[src/rtl/dwc_pkg.sv]
package dwc_pkg;
  typedef enum logic {
    ST_IDLE = 1'b0,
    ST_HOLD = 1'b1
  } dwc_state_e;

  function automatic int unsigned dwc_regs(input int unsigned areas);
    return (areas - 1) + areas;
  endfunction
endpackage

[src/rtl/dwc_regfile.sv]
module dwc_regfile #(
  parameter int unsigned NUM_AREAS = 3,
  parameter int unsigned BND_W     = 8,
  parameter int unsigned CNT_W     = 3,
  parameter int unsigned DATA_W    = 8,
  parameter int unsigned REG_AW    = 3
) (
  input  logic                                 clk,
  input  logic                                 rst_n,
  input  logic                                 we_i,
  input  logic [REG_AW-1:0]                    addr_i,
  input  logic [DATA_W-1:0]                    wdata_i,
  output logic [NUM_AREAS-2:0][BND_W-1:0]      bnd_o,
  output logic [NUM_AREAS-1:0][CNT_W-1:0]      cnt_o
);
  localparam int unsigned NUM_BND  = NUM_AREAS - 1;
  localparam int unsigned NUM_REGS = dwc_pkg::dwc_regs(NUM_AREAS);

  for (genvar b = 0; b < NUM_BND; b++) begin : g_bnd
    always_ff @(posedge clk or negedge rst_n) begin
      if (!rst_n)
        bnd_o[b] <= '0;
      else if (we_i && addr_i == REG_AW'(b))
        bnd_o[b] <= wdata_i[BND_W-1:0];
    end
  end

  for (genvar a = 0; a < NUM_AREAS; a++) begin : g_cnt
    always_ff @(posedge clk or negedge rst_n) begin
      if (!rst_n)
        cnt_o[a] <= '0;
      else if (we_i && addr_i == REG_AW'(NUM_BND + a))
        cnt_o[a] <= wdata_i[CNT_W-1:0];
    end
  end

  AST_UNMAPPED_WRITE: assert property (@(posedge clk) disable iff (!rst_n)
    (we_i && 32'(addr_i) >= NUM_REGS) |=> ($stable(bnd_o) && $stable(cnt_o)));
endmodule

[src/rtl/dwc_area_decode.sv]
module dwc_area_decode #(
  parameter int unsigned NUM_AREAS = 3,
  parameter int unsigned ADDR_W    = 24,
  parameter int unsigned BND_W     = 8,
  parameter int unsigned CNT_W     = 3,
  parameter int unsigned AREA_W    = $clog2(NUM_AREAS)
) (
  input  logic [ADDR_W-1:0]                addr_i,
  input  logic [NUM_AREAS-2:0][BND_W-1:0]  bnd_i,
  input  logic [NUM_AREAS-1:0][CNT_W-1:0]  cnt_i,
  output logic [AREA_W-1:0]                area_o,
  output logic [CNT_W-1:0]                 sel_cnt_o
);
  logic [BND_W-1:0] top_byte;
  logic [ADDR_W-BND_W-1:0] unused_low_bits;

  assign top_byte        = addr_i[ADDR_W-1 -: BND_W];
  assign unused_low_bits = addr_i[ADDR_W-BND_W-1:0];

  // Highest matching boundary wins, so area N overrides every lower one.
  always_comb begin
    area_o = '0;
    for (int unsigned i = 1; i < NUM_AREAS; i++) begin
      if (top_byte >= bnd_i[i-1])
        area_o = AREA_W'(i);
    end
  end

  assign sel_cnt_o = cnt_i[area_o];
endmodule

[src/rtl/dwc_wait_fsm.sv]
module dwc_wait_fsm #(
  parameter int unsigned CNT_W = 3
) (
  input  logic             clk,
  input  logic             rst_n,
  input  logic             t2_end_i,
  input  logic             wait_i,
  input  logic [CNT_W-1:0] load_cnt_i,
  output logic             busy_o,
  output logic             extend_o
);
  import dwc_pkg::*;

  dwc_state_e       state_q;
  logic [CNT_W-1:0] cnt_q;

  assign busy_o   = (state_q == ST_HOLD);
  assign extend_o = busy_o && ((cnt_q != '0) || wait_i);

  always_ff @(posedge clk or negedge rst_n) begin
    if (!rst_n) begin
      state_q <= ST_IDLE;
      cnt_q   <= '0;
    end else begin
      case (state_q)
        ST_IDLE: begin
          if (t2_end_i) begin
            state_q <= ST_HOLD;
            cnt_q   <= load_cnt_i;
          end
        end
        ST_HOLD: begin
          if (extend_o) begin
            if (cnt_q != '0)
              cnt_q <= cnt_q - CNT_W'(1);
          end else begin
            state_q <= ST_IDLE;
          end
        end
        default: state_q <= ST_IDLE;
      endcase
    end
  end

  AST_COUNT_DOWN: assert property (@(posedge clk) disable iff (!rst_n)
    ($past(busy_o) && $past(extend_o) && $past(cnt_q) != '0) |-> cnt_q == $past(cnt_q) - CNT_W'(1));
  AST_NO_RELOAD: assert property (@(posedge clk) disable iff (!rst_n)
    ($past(busy_o) && busy_o) |-> cnt_q <= $past(cnt_q));
  AST_T3_ENDS: assert property (@(posedge clk) disable iff (!rst_n)
    (busy_o && !extend_o) |=> !busy_o);
  AST_WAIT_HOLDS: assert property (@(posedge clk) disable iff (!rst_n)
    ($past(busy_o) && $past(wait_i)) |-> busy_o);
endmodule

[src/rtl/dma_wait_ctrl.sv]
module dma_wait_ctrl #(
  parameter int unsigned NUM_AREAS = 3,
  parameter int unsigned ADDR_W    = 24,
  parameter int unsigned BND_W     = 8,
  parameter int unsigned CNT_W     = 3,
  parameter int unsigned DATA_W    = 8,
  parameter int unsigned REG_AW    = 3
) (
  input  logic              clk,
  input  logic              rst_n,
  input  logic              cfg_we,
  input  logic [REG_AW-1:0] cfg_addr,
  input  logic [DATA_W-1:0] cfg_wdata,
  input  logic [ADDR_W-1:0] cyc_addr,
  input  logic              t2_end,
  input  logic              wait_in,
  output logic              extend
);
  localparam int unsigned AREA_W = $clog2(NUM_AREAS);

  logic [NUM_AREAS-2:0][BND_W-1:0] bnd;
  logic [NUM_AREAS-1:0][CNT_W-1:0] cnt;
  logic [AREA_W-1:0]               area;
  logic [CNT_W-1:0]                sel_cnt;
  logic                            busy;

  dwc_regfile #(
    .NUM_AREAS(NUM_AREAS), .BND_W(BND_W), .CNT_W(CNT_W),
    .DATA_W(DATA_W), .REG_AW(REG_AW)
  ) u_regs (
    .clk(clk), .rst_n(rst_n), .we_i(cfg_we), .addr_i(cfg_addr),
    .wdata_i(cfg_wdata), .bnd_o(bnd), .cnt_o(cnt)
  );

  dwc_area_decode #(
    .NUM_AREAS(NUM_AREAS), .ADDR_W(ADDR_W), .BND_W(BND_W),
    .CNT_W(CNT_W), .AREA_W(AREA_W)
  ) u_decode (
    .addr_i(cyc_addr), .bnd_i(bnd), .cnt_i(cnt),
    .area_o(area), .sel_cnt_o(sel_cnt)
  );

  dwc_wait_fsm #(
    .CNT_W(CNT_W)
  ) u_fsm (
    .clk(clk), .rst_n(rst_n), .t2_end_i(t2_end), .wait_i(wait_in),
    .load_cnt_i(sel_cnt), .busy_o(busy), .extend_o(extend)
  );

  AST_HIGH_WINS: assert property (@(posedge clk) disable iff (!rst_n)
    (cyc_addr[ADDR_W-1 -: BND_W] >= bnd[NUM_AREAS-2]) |-> 32'(area) == NUM_AREAS - 1);
  AST_LOW_BELOW: assert property (@(posedge clk) disable iff (!rst_n)
    (cyc_addr[ADDR_W-1 -: BND_W] < bnd[0] && cyc_addr[ADDR_W-1 -: BND_W] < bnd[NUM_AREAS-2])
      |-> area == '0);
  AST_EXT_AFTER_T2: assert property (@(posedge clk) disable iff (!rst_n)
    $rose(extend) |-> $past(t2_end));
  AST_IDLE_QUIET: assert property (@(posedge clk) disable iff (!rst_n)
    (!busy) |-> !extend);
endmodule

[config.mk]
export PLATFORM = sky130hd
export DESIGN_NAME = dma_wait_ctrl
export DESIGN_NICKNAME = d
export VERILOG_FILES = /design/src/rtl/dwc_pkg.sv /design/src/rtl/dwc_regfile.sv /design/src/rtl/dwc_area_decode.sv /design/src/rtl/dwc_wait_fsm.sv /design/src/rtl/dma_wait_ctrl.sv
export SDC_FILE = /design/constraint.sdc
export NUM_CORES = 1
export LEC_CHECK = 0
export CAP_MARGIN = 30
export CORE_MARGIN = 8
export CORE_UTILIZATION = 48
export DETAILED_ROUTE_END_ITERATION = 8
export PLACE_DENSITY = 0.79
export SLEW_MARGIN = 25
export SYNTH_ARGS = -nofsm -noshare
export SYNTH_HDL_FRONTEND = slang
export SYNTH_SLANG_ARGS = --single-unit
export TNS_END_PERCENT = 1
[constraint.sdc]
create_clock -name clk -period 2.3 [get_ports clk]
set_clock_uncertainty 0.1 [all_clocks]
set_input_delay 0.46 -clock clk [delete_from_list [all_inputs] [get_ports clk]]
set_output_delay 0.46 -clock clk [all_outputs]
set_load 0.005 [all_outputs]
* Word-level counts from Yosys, hierarchy flattened
Index checks and enable logic that the tools add are counted.
** Word-level totals
- Output and inout bits :: 1
- Register bits after elaboration :: 29
- Word-level logic and storage cells :: 40
** Operators by class
- Bitwise logic cells :: 1
- Magnitude comparators :: 3
- Eq/ne operators :: 7
- Reduce and logical (&&, ||, !) cells :: 10
- Mux-type cells :: 11
- Add/sub/neg operators :: 1
** Operators with widths (count)
- $ge A8 B8 Y1 :: 2
- $mux W3 :: 4
- $bmux W3 S2 :: 1
- $eq A3 B2 Y1 const B :: 2
- $logic_and A1 B1 Y1 :: 6
- $ne A2 B2 Y1 const B :: 3
- $pmux W3 S2 :: 1
- $eq A3 B1 Y1 const B :: 1
- $eq A3 B3 Y1 const B :: 1
- $logic_not A3 Y1 :: 1
- $lt A2 B3 Y1 const B :: 1
- $mux W1 :: 3
- $reduce_and A3 Y1 :: 1
- $reduce_bool A3 Y1 :: 1
- $sub A3 B1 Y3 const B :: 1
- $mux W2 :: 1
- $pmux W1 S2 :: 1
- $logic_or A1 B1 Y1 :: 1
- $not A1 Y1 :: 1

* Longest topological paths before layout
Gate-level depths: netlist (run 1).
- Depth after elaboration :: 7
- Gate-level depth with buffers :: 7
- Gate-level depth less buffers :: 7

* By module
From an unflattened synthesis (run 1), not the netlist that was laid out.
** Second synthesis, totals
- Cell total of the unflattened synthesis :: 142
- Area total of the unflattened synthesis :: 1706.6 µm²
** Modules (own cells, without submodules)
- dwc_regfile :: sequential area each 625.6 µm², cells an instance 56, area each 982.2 µm², times used 1
- dwc_area_decode :: sequential area each 0.0 µm², cells an instance 59, area each 467.9 µm², times used 1
- dwc_wait_fsm :: sequential area each 100.1 µm², cells an instance 27, area each 256.5 µm², times used 1

* Least setup slack after synthesis (run 1)
No wires, ideal clock.
- Path kind :: input to register
- Start point :: input cyc_addr[16]
- End point :: register u_fsm.cnt_q[2]
- Setup slack :: 0.280 ns
- Path buffers :: 0
- Arrival :: 1.790 ns
- Stages on the path :: 7
- Required time :: 2.070 ns
- Library setup time :: 0.130 ns
- Cells stage by stage :: inv_1 ha_1 nand2b_1 a2111oi_0 o31a_1 mux2i_1 o22ai_1
** On the way
- Cells in the longest elaborated chain, start to end :: 7
- Elaborated cells between the ends (all ways) :: 8
** Ends and longest elaborated chain
- from (decl) :: line dma_wait_ctrl.sv:14 : input logic [ADDR_W-1:0] cyc_addr,
- $ge A8 B8 Y1 :: line dwc_area_decode.sv:24 : if (top_byte >= bnd_i[i-1])
- $mux W1 :: line dwc_area_decode.sv:24
- $mux W2 * :: line dwc_area_decode.sv:24
- $bmux W3 S2 * :: line dwc_area_decode.sv:29 : assign sel_cnt_o = cnt_i[area_o];
- $mux W3 (not written as such) * :: line dwc_area_decode.sv:29
- $mux W3 * :: line dwc_wait_fsm.sv:27 : if (t2_end_i) begin
- $pmux W3 S2 * :: line dwc_wait_fsm.sv:25 : case (state_q)
- to (signal assigned) :: line dwc_wait_fsm.sv:29 : cnt_q <= load_cnt_i;
- to (signal assigned) :: line dwc_wait_fsm.sv:35 : cnt_q <= cnt_q - CNT_W'(1);
- to (decl) :: line dwc_wait_fsm.sv:15 : logic [CNT_W-1:0] cnt_q;
Every way passes the cells marked *; elsewhere a longest branch is shown, timed or not. The select of a mux whose other input is x is not followed.
A chain may end at the register's enable or synchronous reset.

* Worst setup path in the final report (run 1)
- Start point :: input cyc_addr[18]
- End point :: register u_fsm.cnt_q[1]
The elaborated chain is that of the path after synthesis.

==> flow_metrics.env, run 1 <==
export IMPL_status="finished clean"
export IMPL_route_detailed_drc=0
export IMPL_root_buffer="clkbuf_4"
export IMPL_ctsHoldBuffers=0
export IMPL_drive_above_1_share=0.189
export IMPL_rsz0062_at_grt="yes"
export IMPL_clk_path_buf_depth=2
export IMPL_gp_congestion=0.817
export IMPL_seq_power_share=0.372
export IMPL_diodes=0
export IMPL_core_area_mm2=0.00326
export IMPL_nNetsFinal=258
export IMPL_yosys_warnings=0
export IMPL_clock_power_share=0.273
export IMPL_die_w_um=73.7
export IMPL_switchingPower_mw=0.578
export IMPL_grt_max_degree=30
export IMPL_vias=1282
export IMPL_whs_ns=0.409
export IMPL_fillers=289
export IMPL_dp_hpwl_mm=2.68
export IMPL_relSlewSlack=0.719
export IMPL_worstMarginPinSlew_ns=0.418
export IMPL_crit_type="primary input to register"
export IMPL_slowest_stage="clkdlybuf4s50_1"
export IMPL_design_die_area_mm2=0.00543
export IMPL_multi_input_area_um2=827
export IMPL_boundaryPins=41
export IMPL_synth_edff_count=0
export IMPL_hold_violations=0
export IMPL_port_buffers=24
export IMPL_netlist_cell_type_count=26
export IMPL_yosysTopAreaCellShare=0.454
export IMPL_syn_to_final_growth_pct=32.0
export IMPL_cts_tree="built"
export IMPL_tns_ns=0
export IMPL_final_cells=247
export IMPL_swShare=0.305
export IMPL_htreeDepth=2
export IMPL_setup_violations=0
export IMPL_cts_num_sinks=29
export IMPL_cp_start_kind="primary input"
export IMPL_arrival_ns=2.40
export IMPL_grt_overflow_total=0
export IMPL_ys_ff_latch=29
export IMPL_syn_avg_cell_area_um2=9.99
export IMPL_synthTopCellsByArea="dfrtp_1, ha_1, mux2_2"
export IMPL_fin_crit_ns=2.24
export IMPL_drt_iter0_markers=83
export IMPL_p_comb_frac=0.355
export IMPL_peakVddDrop_mv=0.614
export IMPL_cp_cell_sequence="clkdlybuf4s50_1 > ha_1 > a211o_1 > a31oi_2 > o31ai_2 > or3b_4 > o21ai_1"
export IMPL_critPathRequiredTime_ns=2.46
export IMPL_ff_latch_area_um2=726
export IMPL_initial_core_util=0.490
export IMPL_wl_per_cell_um=14.3
export IMPL_ys_async_sr_fraction=1.00
export IMPL_grt_pass1_vias=1420
export IMPL_antenna_left=0
export IMPL_clk_pin_slew_ns=0.10
export IMPL_yosys_area_top_type="dfrtp_1"
export IMPL_postSynthCellCount=160
export IMPL_grt_pass1_wl_mm=6.09
export IMPL_cp_max_fo=3
export IMPL_end_kind="register"
export IMPL_maxCapViolations=0
export IMPL_die_h_um=73.7
export IMPL_drtPass1Iterations=5
export IMPL_track_usage=0.146
export IMPL_clock_latency_ns=0.33
export IMPL_p_int_mw=1.32
export IMPL_power_density_mw_per_mm2=900
export IMPL_antenna_found_initial=0
export IMPL_synth_common_cells="dfrtp_1, nand2_1, ha_1, inv_1, o21ai_0"
export IMPL_synth_fp_nets=218
export IMPL_syn_cell_area_mm2=0.00160
export IMPL_utilization=0.647
export IMPL_finalCritPeriodShare=0.972
export IMPL_post_place_cells=238
export IMPL_ys_seq_area_frac=0.454
export IMPL_yosysMostFrequentCell="dfrtp_1"
export IMPL_numCtsBuffers=5
export IMPL_finalMaxSlewViolations=0
export IMPL_viasPerCell=5.19
export IMPL_synth_ff_type="dfrtp_1"
export IMPL_power_leakage_nw=0.967
export IMPL_routed_wirelength_mm=3.53
export IMPL_hp_class="primary input to async pin"
export IMPL_max_freq_mhz=447
export IMPL_rows=21
export IMPL_slowest_delay_ns=0.45
==> critical path, delay by kind of cell <==
family	cells	cell delay, ns
buffers and inverters	1	0.45
adders and majority gates	1	0.34
and+or+nand+nor	1	0.41
AOI/OAI and AO/OA	4	0.74
==> timing repair <==
item,4_1_cts,5_1_grt
hold endpoints to repair,0,0
setup endpoints to repair,2,3
pin swaps,1,5
buffers inserted,1,0
gates resized for setup,1,7
==> state kept, by name, summed over array words and instances, names as in the netlist <==
signal / cells
u_regs.bnd_o: 16
u_regs.cnt_o: 9
u_fsm.cnt_q: 3
u_fsm.busy_o: 1
==> layout by cell type (no fill, tap or decap) <==
cell             synthesis  routed
nand2b_4                 0       1
nor3_1                   1       1
o31ai_2                  0       1
clkdlybuf4s50_1          0      23
or3b_4                   0       1
o31a_1                   1       1
nand3_1                  2       2
a311oi_1                 1       1
a211o_1                  2       2
a2111oi_2                0       1
nand2_1                 19      19
nand4_1                  2       2
dfrtp_1                 29      29
nor2_1                   8       8
dlygate4sd2_1            0       1
clkinv_2                 0       1
nor2b_1                  3       3
buf_4                    0      12
nor3b_2                  1       1
o21ai_0                 16      16
inv_1                   18      18
clkbuf_4                 0       5
a31oi_1                  4       3
mux2_2                  11      11
o21a_1                   3       3
o21ai_1                  2       2
a21oi_1                  5       5
o22ai_2                  0       1
o22ai_1                  2       1
ha_1                    18      18
mux2i_1                  3       3
a31oi_2                  0       1
bufinv_16                0       2
nand2b_1                 3       2
==> routing by layer <==
layer / wire [um] / global-route usage / vias to the layer above
li1: - / - / 637
met1: 1460 / 0.152 / 601
met2: 1770 / 0.252 / 38
met3: 248 / 0.0668 / 6
met4: 49 / 0.0510 / 0
met5: 0 / 0 / -
==> area by class of cell <==
class / instances / share of cell area
multi-input combinational: 110 / 0.392
clock inverter: 3 / 0.0308
tap: 46 / 0.0273
clock buffer: 5 / 0.0178
inverter: 18 / 0.0320
timing repair buffer: 36 / 0.156
sequential: 29 / 0.344
==> cell families after synthesis <==
group           after synthesis  synth area share
fa+ha+maj                    18             0.141
compound gates               38             0.142
flops                        29             0.454
buf+inv                      21            0.0493
simple gates                 40             0.117
mux                          14            0.0963
==> metrics by stage <==
step	cell area [um2]	total power [mW]	setup WS (ns)
floorplan	1600	1.11	0.280
global placement	1970	1.29	-0.361
CTS	2080	1.86	0.000470
finish	2110	1.90	0.0640
global route	2110	2.04	-0.0122
detailed placement	1970	1.34	-0.361
==> path summary, 6_finish.rpt <==
check | from | endpoint | slack, ns | depth (start not counted)
worst max register to register | u_regs.bnd_o[13] | u_fsm.cnt_q[1] | 0.30 | 7
worst min register to register | u_regs.cnt_o[0] | u_regs.cnt_o[0] | 0.42 | 1
max in group asynchronous | rst_n | u_regs.bnd_o[1] | 1.41 | 2
worst max-delay path | cyc_addr[18] | u_fsm.cnt_q[1] | 0.06 | 7
worst min-delay path | rst_n | u_regs.bnd_o[9] | 0.41 | 2
min in group clk | u_regs.cnt_o[0] | u_regs.cnt_o[0] | 0.42 | 1
==> power by group through the flow <==
stage	clock network, mW	logic (mW)	registers, mW
after floorplan	0	0.429	0.683
after global placement	0	0.578	0.707
after detailed placement	0	0.622	0.715
after CTS	0.527	0.634	0.704
after global routing	0.549	0.767	0.720
final	0.519	0.673	0.707
Power figures use the tool's default switching activity.
==> inputs of run 2 (changes only) <==
--- a/config.mk
+++ b/config.mk
@@ -7,11 +7,12 @@
 export LEC_CHECK = 0
 export CAP_MARGIN = 30
 export CORE_MARGIN = 8
-export CORE_UTILIZATION = 48
+export CORE_UTILIZATION = 49
 export DETAILED_ROUTE_END_ITERATION = 8
 export PLACE_DENSITY = 0.79
 export SLEW_MARGIN = 25
 export SYNTH_ARGS = -nofsm -noshare
 export SYNTH_HDL_FRONTEND = slang
+export SYNTH_HIERARCHICAL = 1
 export SYNTH_SLANG_ARGS = --single-unit
 export TNS_END_PERCENT = 1
==> run 2 against run 1 <==
Against the previous run: the run now ends with setup timing left; sequential power rose by 5.1%; synthesized cell count fell by 13%; fmax fell by 10%; via count fell by 9.9%.
==> flow_metrics.env, run 2 <==
export IMPL_port_buffers=24
export IMPL_arrival_ns=2.61
export IMPL_finalMaxSlewViolations=0
export IMPL_regMostFlops="u_regs/bnd_o"
export IMPL_cp_cell_sequence="clkdlybuf4s50_1 > ha_1 > a21oi_2 > o21ai_2 > a21oi_4 > mux2_4 > mux2_4 > nor3b_2 > a31oi_1 > o21a_1"
export IMPL_max_freq_mhz=401
export IMPL_relSlewSlack=0.757
export IMPL_rows=21
export IMPL_clk_pin_slew_ns=0.09
export IMPL_cp_max_fo=3
export IMPL_grt_overflow_total=0
export IMPL_core_area_mm2=0.00334
export IMPL_htreeDepth=2
export IMPL_drtPass1Iterations=4
export IMPL_diodes=0
export IMPL_worstMarginPinSlew_ns=0.365
export IMPL_cts_tree="built"
export IMPL_crit_type="primary input to register"
export IMPL_syn_to_final_growth_pct=29.4
export IMPL_maxCapViolations=0
export IMPL_die_h_um=74.8
export IMPL_rsz0062_at_grt="yes"
export IMPL_die_w_um=74.8
export IMPL_path_common_cell="mux2_4"
export IMPL_fin_crit_ns=2.49
export IMPL_postSynthCellCount=140
export IMPL_track_usage=0.142
export IMPL_cp_start_kind="primary input"
export IMPL_design_die_area_mm2=0.00560
export IMPL_hp_class="primary input to async pin"
export IMPL_root_buffer="clkbuf_4"
export IMPL_multi_input_area_mm2=0.00102
export IMPL_setup_violations=3
export IMPL_viasPerCell=5.23
export IMPL_nNetsFinal=232
export IMPL_cts_num_sinks=29
export IMPL_fin_ws_ns=-0.193
export IMPL_yosys_warnings=6
export IMPL_ff_latch_area_um2=726
export IMPL_critPathRequiredTime_ns=2.41
export IMPL_synth_fp_nets=198
export IMPL_antenna_found_initial=0
export IMPL_syn_cell_area_mm2=0.00170
export IMPL_route_detailed_drc=0
export IMPL_finalCritPeriodShare=1.08
export IMPL_initial_core_util=0.508
export IMPL_clk_path_buf_depth=2
export IMPL_whs_ns=0.412
export IMPL_clock_latency_ns=0.32
export IMPL_largest_register_ffs=16
export IMPL_antenna_left=0
export IMPL_peakVddDrop_mv=0.452
export IMPL_fillers=273
export IMPL_wl_per_cell_um=15.9
export IMPL_grt_pass1_vias=1344
export IMPL_numCtsBuffers=5
export IMPL_ctsHoldBuffers=0
export IMPL_drive_above_1_share=0.394
export IMPL_boundaryPins=41
export IMPL_end_kind="register"
export IMPL_reg_largest_list="u_regs/bnd_o (16), u_regs/cnt_o (9), u_fsm/cnt_q (3)"
export IMPL_status="complete, but fails checks"
export IMPL_grt_max_degree=30
export IMPL_slowest_stage="clkdlybuf4s50_1"
export IMPL_violations="setup timing"
export IMPL_dp_hpwl_mm=2.67
export IMPL_final_cell_mix="dfrtp_1, mux2_2, clkdlybuf4s50_1, inv_1, ha_1"
export IMPL_drt_iter0_markers=31
export IMPL_gp_congestion=0.807
export IMPL_slowest_delay_ns=0.44
export IMPL_routed_wirelength_mm=3.52
export IMPL_final_common_cell="dfrtp_1"
export IMPL_final_cell_area_mm2=0.00220
export IMPL_power_density_mw_per_mm2=799
export IMPL_grt_pass1_wl_mm=6.02
export IMPL_vias=1155
export IMPL_cts_setup_buffers=0
export IMPL_dp_worst_setup_slack_ns=-0.762
export IMPL_placed_area_mm2=0.00209
export IMPL_syn_avg_cell_area_um2=12.1
export IMPL_power_leakage_nw=0.980
export IMPL_hold_violations=0
==> run 2: area by class of cell <==
| type | count | area share |
|---|---|---|
| repair buffers | 29 | 0.125 |
| multi-input cells | 91 | 0.464 |
| clock inverters | 2 | 0.00456 |
| flip-flops and latches | 29 | 0.330 |
| inverters | 18 | 0.0308 |
| clock buffers | 6 | 0.0188 |
| well taps | 46 | 0.0262 |
==> run 2: stage by stage <==
stage,TNS (ns),total power [mW],util,std cells
floorplan,-0.232,1.20,-,140
global placement,-2.12,1.35,0.627,213
detailed placement,-2.24,1.40,0.627,213
CTS,-0.573,1.76,0.655,221
global route,-0.819,1.89,0.658,221
finish,-0.526,1.75,0.658,221
==> run 2: final timing paths <==
| check | from | to | slack [ns] | depth (start not counted) |
|---|---|---|---|---|
| min reg2reg | u_fsm/cnt_q[1] | u_fsm/cnt_q[1] | 0.41 | 1 |
| max | cyc_addr[18] | u_fsm/cnt_q[1] | -0.19 | 10 |
| max in group asynchronous | rst_n | u_fsm/busy_o | 1.41 | 2 |
| max reg2reg | u_regs/bnd_o[6] | u_fsm/cnt_q[1] | -0.19 | 10 |
| min in group clk | u_fsm/cnt_q[1] | u_fsm/cnt_q[1] | 0.41 | 1 |
| min | rst_n | u_regs/bnd_o[4] | 0.41 | 2 |
==> run 2: critical path, delay by kind of cell <==
family	cells	cell delay, ns
multiplexers	2	0.57
adder cells (fa/ha/maj)	1	0.34
AND/OR/NAND/NOR	1	0.16
AO/OA/AOI/OAI	5	0.63
buffers and inverters	1	0.44
==> run 2: layer usage <==
metal	vias to the layer above	routed length [um]	global-route usage
li1	568	-	-
met1	559	1590	0.161
met2	24	1720	0.241
met3	4	172	0.0453
met4	0	35	0.0565
met5	-	0	0
==> run 2: report_power, final <==
group / switching [mW] / internal [mW]
Sequential: 0.101 / 0.642
Clock: 0.172 / 0.116
Combinational: 0.303 / 0.421
Total: 0.575 / 1.18
==> run 2: repair_timing <==
| item | CTS | global route |
|---|---|---|
| pin swaps | 8 | 2 |
| gates cloned | 0 | 0 |
| endpoints found under the setup margin | 4 | 4 |
| gates resized for setup | 18 | 3 |
==> inputs of run 3 (changes only) <==
--- a/config.mk
+++ b/config.mk
@@ -10,7 +10,7 @@
 export CORE_UTILIZATION = 49
 export DETAILED_ROUTE_END_ITERATION = 8
 export PLACE_DENSITY = 0.79
-export SLEW_MARGIN = 25
+export SLEW_MARGIN = 20
 export SYNTH_ARGS = -nofsm -noshare
 export SYNTH_HDL_FRONTEND = slang
 export SYNTH_HIERARCHICAL = 1
==> results of run 3 <==
The final DEF is identical to that of run 2; final timing and power are the same.
